[src/rtl/crc16_pkg.sv]
package crc16_pkg;
  localparam int unsigned CRC_W  = 16;
  localparam int unsigned BYTE_W = 8;
  localparam int unsigned SEL_W  = 2;
  localparam int unsigned NUM_PRESETS = 1 << SEL_W;

  typedef logic [CRC_W-1:0]  crc_t;
  typedef logic [BYTE_W-1:0] byte_t;

  typedef enum logic {
    RUN_IDLE = 1'b0,
    RUN_BUSY = 1'b1
  } run_state_e;

  function automatic crc_t reflect_crc(input crc_t v);
    crc_t r;
    for (int i = 0; i < int'(CRC_W); i++) r[i] = v[CRC_W-1-i];
    return r;
  endfunction

  function automatic byte_t reflect_byte(input byte_t v);
    byte_t r;
    for (int i = 0; i < int'(BYTE_W); i++) r[i] = v[BYTE_W-1-i];
    return r;
  endfunction
endpackage

[src/rtl/crc16_preset_mux.sv]
module crc16_preset_mux
  import crc16_pkg::*;
#(
  parameter crc_t PRESET0 = 16'h0000,
  parameter crc_t PRESET1 = 16'h6363,
  parameter crc_t PRESET2 = 16'hA671,
  parameter crc_t PRESET3 = 16'hFFFF
) (
  input  logic [SEL_W-1:0] sel_i,
  output crc_t             value_o
);
  crc_t table_w [NUM_PRESETS];

  assign table_w[0] = PRESET0;
  assign table_w[1] = PRESET1;
  assign table_w[2] = PRESET2;
  assign table_w[3] = PRESET3;

  assign value_o = table_w[sel_i];
endmodule

[src/rtl/crc16_byte_step.sv]
module crc16_byte_step
  import crc16_pkg::*;
#(
  parameter crc_t POLY = 16'h1021
) (
  input  crc_t  crc_i,
  input  byte_t data_i,
  input  logic  msb_first_i,
  output crc_t  crc_o
);
  localparam crc_t POLY_REF = reflect_crc(POLY);

  crc_t lsb_chain [BYTE_W+1];
  crc_t msb_chain [BYTE_W+1];

  assign lsb_chain[0] = crc_i;
  assign msb_chain[0] = crc_i;

  for (genvar b = 0; b < int'(BYTE_W); b++) begin : g_bit
    logic fb_lsb, fb_msb;
    // reflected order consumes data bit 0 first
    assign fb_lsb = lsb_chain[b][0] ^ data_i[b];
    assign lsb_chain[b+1] = (lsb_chain[b] >> 1) ^ (fb_lsb ? POLY_REF : '0);
    // normal order consumes data bit 7 first
    assign fb_msb = msb_chain[b][CRC_W-1] ^ data_i[BYTE_W-1-b];
    assign msb_chain[b+1] = (msb_chain[b] << 1) ^ (fb_msb ? POLY : '0);
  end

  assign crc_o = msb_first_i ? msb_chain[BYTE_W] : lsb_chain[BYTE_W];
endmodule

[src/rtl/crc16_run_ctrl.sv]
module crc16_run_ctrl
  import crc16_pkg::*;
(
  input  logic clk_i,
  input  logic rst_ni,
  input  logic start_i,
  input  logic valid_i,
  input  logic last_i,
  output logic busy_o,
  output logic load_o,
  output logic take_o,
  output logic fin_o
);
  run_state_e state_q, state_d;

  assign busy_o = (state_q == RUN_BUSY);
  assign load_o = start_i;
  // start has priority over any byte in the same cycle
  assign take_o = busy_o && valid_i && !start_i;
  assign fin_o  = take_o && last_i;

  always_comb begin
    state_d = state_q;
    if (start_i)    state_d = RUN_BUSY;
    else if (fin_o) state_d = RUN_IDLE;
  end

  always_ff @(posedge clk_i or negedge rst_ni) begin
    if (!rst_ni) state_q <= RUN_IDLE;
    else         state_q <= state_d;
  end
endmodule

[src/rtl/crc16_engine.sv]
module crc16_engine
  import crc16_pkg::*;
#(
  parameter crc_t POLY = 16'h1021
) (
  input  logic             clk_i,
  input  logic             rst_ni,
  input  logic             start_i,
  input  logic [SEL_W-1:0] preset_sel_i,
  input  logic             msb_first_i,
  input  logic [7:0]       data_i,
  input  logic             valid_i,
  input  logic             last_i,
  output logic             in_ready_o,
  output logic [7:0]       result_msb_o,
  output logic [7:0]       result_lsb_o,
  output logic             done_o,
  output logic             zero_o,
  output logic             irq_o
);
  localparam int unsigned HALF = CRC_W / 2;

  logic busy_w, load_w, take_w, fin_w;
  crc_t preset_w, next_w, crc_q;
  logic msb_q, done_q, zero_q, irq_q;

  crc16_run_ctrl u_ctrl (
    .clk_i   (clk_i),
    .rst_ni  (rst_ni),
    .start_i (start_i),
    .valid_i (valid_i),
    .last_i  (last_i),
    .busy_o  (busy_w),
    .load_o  (load_w),
    .take_o  (take_w),
    .fin_o   (fin_w)
  );

  crc16_preset_mux u_preset (
    .sel_i   (preset_sel_i),
    .value_o (preset_w)
  );

  crc16_byte_step #(.POLY(POLY)) u_step (
    .crc_i       (crc_q),
    .data_i      (data_i),
    .msb_first_i (msb_q),
    .crc_o       (next_w)
  );

  always_ff @(posedge clk_i or negedge rst_ni) begin
    if (!rst_ni) begin
      crc_q  <= '0;
      msb_q  <= 1'b0;
      done_q <= 1'b0;
      zero_q <= 1'b0;
      irq_q  <= 1'b0;
    end else begin
      irq_q <= fin_w;
      if (load_w) begin
        crc_q  <= preset_w;
        msb_q  <= msb_first_i;
        done_q <= 1'b0;
        zero_q <= 1'b0;
      end else if (take_w) begin
        crc_q <= next_w;
        if (fin_w) begin
          done_q <= 1'b1;
          zero_q <= (next_w == '0);
        end
      end
    end
  end

  // output bytes, bit-reversed per byte in MSB-first mode
  logic [HALF-1:0] hi_w, lo_w;
  assign hi_w = crc_q[CRC_W-1:HALF];
  assign lo_w = crc_q[HALF-1:0];

  for (genvar k = 0; k < int'(HALF); k++) begin : g_out
    assign result_msb_o[k] = msb_q ? hi_w[HALF-1-k] : hi_w[k];
    assign result_lsb_o[k] = msb_q ? lo_w[HALF-1-k] : lo_w[k];
  end

  assign in_ready_o = busy_w;
  assign done_o     = done_q;
  assign zero_o     = zero_q;
  assign irq_o      = irq_q;
endmodule

[config.mk]
export PLATFORM = sky130hd
export DESIGN_NAME = crc16_engine
export DESIGN_NICKNAME = d
export VERILOG_FILES = /design/src/rtl/crc16_pkg.sv /design/src/rtl/crc16_preset_mux.sv /design/src/rtl/crc16_byte_step.sv /design/src/rtl/crc16_run_ctrl.sv /design/src/rtl/crc16_engine.sv
export SDC_FILE = /design/constraint.sdc
export NUM_CORES = 1
export LEC_CHECK = 0
export ABC_AREA = 1
export BUFFER_PORTS_ARGS = -buffer_cell sky130_fd_sc_hd__buf_2
export CORE_ASPECT_RATIO = 2
export CORE_MARGIN = 3
export CORE_UTILIZATION = 40
export CTS_BUF_LIST = sky130_fd_sc_hd__clkbuf_2
export CTS_CLUSTER_DIAMETER = 30
export DETAILED_ROUTE_END_ITERATION = 10
export HOLD_SLACK_MARGIN = 0.06
export PLACE_DENSITY_LB_ADDON = 0.25
export SLEW_MARGIN = 0
export SYNTH_ARGS = -nofsm -noshare
export SYNTH_HDL_FRONTEND = slang
export SYNTH_SLANG_ARGS = --single-unit
[constraint.sdc]
create_clock -name clk_i -period 1.55 [get_ports clk_i]
set_clock_uncertainty 0.1 [all_clocks]
set_input_delay 0.155 -clock clk_i [delete_from_list [all_inputs] [get_ports clk_i]]
set_output_delay 0.155 -clock clk_i [all_outputs]
set_load 0.02 [all_outputs]
* Yosys cells after proc, flatten, opt, wreduce, memory -nomap -nowiden
Index checks and enable logic that the tools add are counted.
Storage, ports and cells: bits in registers 21, latch bits 0, memory bits (writable) 0, memory bits (read-only) 0, input bits 16, output and inout bits 20, memories kept 0
Cells by class: $add $sub $neg 0, $mul 0, div/mod/pow operators 0, order comparisons 1, eq/ne operators 0, shift operators 0, muxes and demuxes 46, bitwise logic cells 33, reductions and logical operators 8
Operator list (count):
- $mux W16 | 13
- $xor A15 B16 Y16 | 8
- $mux W13 | 8
- $xor A16 B16 Y16 | 6
- $bmux W16 S2 | 1
- $xor A16 B13 Y16 | 2
- $mux W1 | 24
- $logic_not A16 Y1 | 1
- $xor A1 B1 Y1 | 16
- $reduce_bool A2 Y1 | 2
- $ge A3 B3 Y1 const B | 1
- $logic_and A1 B1 Y1 | 3
- $not A2 Y3 | 1
- $reduce_and A2 Y1 | 1
- $logic_not A1 Y1 | 1

* Depth between registers and ports, before layout
depth in word-level cells 29, mapped depth 15

* Cells and area by module
From an unflattened synthesis, not the netlist that was laid out.
Second synthesis, totals: cells, all modules 389, area total of the unflattened synthesis 2220.9 sq um
By module, submodules not included:
- crc16_engine | instances 1, cells an instance 155, area an instance 1094.8 sq um, seq. area each 500.5 sq um
- crc16_byte_step | instances 1, cells an instance 205, area an instance 934.6 sq um, seq. area each 0.0 sq um
- crc16_preset_mux | instances 1, cells an instance 19, area an instance 123.9 sq um, seq. area each 0.0 sq um
- crc16_run_ctrl | instances 1, cells an instance 10, area an instance 67.6 sq um, seq. area each 25.0 sq um

* Least setup slack after synthesis
Ideal clock, no wire load.
kind register -> output, start register msb_q, end output port result_lsb_o[2], arrival 1219 ps, required time 1295 ps, slack 76 ps, cell stages (with the launch flop) 4, buffers on the path 2, cells stage by stage dfrtp_1 -> buf_4 -> clkbuf_1 -> o21ai_0
On the way: cells in the longest elaborated chain, start to end 1
Ends and longest elaborated chain:
- from (decl) | RTL line crc16_engine.sv:25 | logic msb_q, done_q, zero_q, irq_q;
- from (signal assigned) | RTL line crc16_engine.sv:62 | msb_q <= msb_first_i;
- $mux W1 | RTL line crc16_engine.sv:82 | assign result_lsb_o[k] = msb_q ? lo_w[HALF-1-k] : lo_w[k];
- to (decl) | RTL line crc16_engine.sv:16 | output logic [7:0] result_lsb_o,
No other way between the ends.

* Final worst setup path
start register msb_q, end output port result_lsb_o[1]
The elaborated chain is that of the path after synthesis.

==> flow_summary.json <==
{
  "run_status": "complete, but fails checks",
  "failed_checks": "negative setup slack",
  "ctsHtreeMaxLevel": 1,
  "grt_pass1_wl_um": 12030,
  "overflow": 0,
  "fillCellCount": 413,
  "worst-endpoint-arrival_ps": 1490,
  "max_cap_viol_count": 0,
  "antenna_found_initial": 0,
  "num_rows": 36,
  "final.period_utilization": 1.123,
  "multi_input_area_sq_mm": 0.001624,
  "p_total_mw": 3.375,
  "antenna_violating_nets_post_route": 0,
  "first_global_vias": 2595,
  "die_y_um": 106.8,
  "pin_count_of_the_biggest_net_entering_global_routing": 22,
  "route.detailed.vias_per_inst": 5.435,
  "chipWidth_um": 56.42,
  "final_layout_size_suffix_gt1_frac": 0.5065,
  "timing.final.ws_setup_ps": -190.1,
  "max_freq_ghz": 0.5747,
  "synth_top_area_frac": 0.2585,
  "ir_drop_mv": 0.8522,
  "synthesis.instances": 349,
  "syn_nets": 365,
  "worst_setup_path_start_kind": "flip-flop",
  "final_non_filler_cell_total": 517,
  "global_route.usage.total": 0.2556,
  "cts_tree": "built",
  "critical_path.max_fanout": 6,
  "final_common_cell": "nand2_1",
  "syn_to_final_growth_pct": 63.94,
  "critical_path_sink_type": "output pin",
  "layout.cells.most_common_list": "nand2_1 (111), buf_4 (69), nand2_2 (49)",
  "port_buffers": 35,
  "insertedDiodeCount": 0,
  "yosys.cell_types.count": 21,
  "routed_via_count": 2810,
  "seq_area_sq_um": 530.5,
  "grt_setup_unrepaired": "yes",
  "critPathRequiredTime_ps": 1290,
  "clk_buf_depth": 2,
  "ys_seq_area_frac": 0.2585,
  "post-synth-top-area-cell": "dfrtp_1",
  "dp.cells": 489,
  "final_setup_violation_count": 18,
  "initialDrtViolationCount": 120,
  "finalWirelength_um": 8015,
  "worstMarginPinSlew_ps": 548.2,
  "report.final.hold_viol_count": 0,
  "net_count_of_the_finished_layout": 477,
  "final_period_minus_worst_setup_slack_ps": 1740,
  "initial_utilization": 0.4141,
  "slew_headroom": 0.6345,
  "slew_violations": 0,
  "drcViolationCount": 0,
  "synth-warning-count": 0,
  "syn-mean-instance-area_sq_um": 5.826,
  "tritoncts_num_sinks": 21,
  "synth_area_sq_mm": 0.002033,
  "core_region_area_sq_mm": 0.004910,
  "synth_top_cells_by_area": "dfrtp_1 (26%), nand2_1 (26%), nand3_1 (13%)",
  "min-delay-path-class": "in2reg",
  "dp.final_hpwl_um": 5992,
  "setup_tns_ps": -2406,
  "insertion_delay_ps": 360,
  "power.density_mw_per_mm2": 1013,
  "inserted_clock_buffers": 3,
  "drtPass1Iterations": 5,
  "clock_transition_at_path_regs_ps": 240,
  "dieArea_sq_mm": 0.006027,
  "ioPinCount": 36,
  "leakagePower_nw": 1.799,
  "global_placement_routability_congestion": 1.006,
  "cts-root-buf": "clkbuf_2",
  "final_core_utilization": 0.6789,
  "timing.setup.critical_path_class": "reg2out",
  "route.detailed.wl_per_inst_um": 15.50,
  "synth_seq_cells": 21
}
## through the flow
step	instance area [sq um]	worst slack, ps	hold WS, ps
final	3333	-190.1	71.95
after global routing	3333	-246.7	125.7
after CTS	2979	-117.9	98.22
after detailed placement	2661	-145.4	66.33
after global placement	2661	-115.4	58.97
after floorplan	2033	76.38	-240.6
## power breakdown
| group | internal (mW) | switching [mW] | total (mW) |
|---|---|---|---|
| Clock | 0.0681 | 0.200 | 0.268 |
| Combinational | 1.05 | 1.32 | 2.37 |
| Sequential | 0.636 | 0.0998 | 0.736 |
## Yosys cell counts
library cell	number
a21oi_1	12
a21oi_2	1
a22oi_1	11
buf_2	4
buf_4	2
clkbuf_1	3
clkinv_1	1
dfrtp_1	21
inv_1	21
inv_2	16
nand2_1	140
nand2_2	26
nand3_1	51
nand3_2	3
nand3b_1	1
nand4_1	2
nor2_1	11
nor2_2	2
o21ai_0	17
o21ai_2	1
xnor2_1	3
## logic make-up after synthesis
family	count (synthesis)	synth area share
simple gates	236	0.5151
buf+inv	47	0.09292
compound gates	42	0.1206
flops	21	0.2585
xor+xnor	3	0.01293
## state kept, by name, indices dropped and copies added, names as in the netlist
signal / count
crc_q: 16
zero_o: 1
u_ctrl.busy_o: 1
msb_q: 1
irq_o: 1
done_o: 1
## area by class of cell
type,count,area share
multi-input cells,281,0.4872
repair buffers,116,0.2819
flip-flops and latches,21,0.1592
inverters,38,0.04429
well taps,57,0.02140
clock buffers,4,0.006006
## path summary, 6_finish.rpt
path	startpoint	endpoint	slack, ps	cells after the start
max	msb_q	result_lsb_o[1]	-190	4
min	valid_i	done_o	70	4
max reg2reg	msb_q	zero_o	-150	10
min reg2reg	done_o	done_o	430	2
max in group asynchronous	rst_ni	crc_q[5]	790	2
min in group asynchronous	rst_ni	crc_q[3]	150	2
## layer usage
| metal | vias to the layer above | share of wire | global-route usage | wire length [um] |
|---|---|---|---|---|
| met3 | 44 | 0.050 | 0.02289 | 399 |
| li1 | 1354 | - | - | - |
| met5 | - | 0 | 0 | 0 |
| met4 | 0 | 0.073 | 0.1817 | 588 |
| met1 | 1288 | 0.34 | 0.2547 | 2738 |
| met2 | 124 | 0.53 | 0.4774 | 4288 |
## worst max-delay path, cell delays in order (launching register included)
cell,delay [ps]
dfrtp_1,480
buf_6,170
buf_12,140
o21ai_2,180
buf_6,140
## repair_timing
item | CTS | global route
gates resized for setup | 67 | 70
cloned | 0 | 2
pin swaps | 14 | 24
endpoints found under the hold margin | 25 | 0
hold buffers | 6 | 0
setup buffers | 7 | 9
endpoints found under the setup margin | 24 | 31
(Power assumes the default switching activity.)
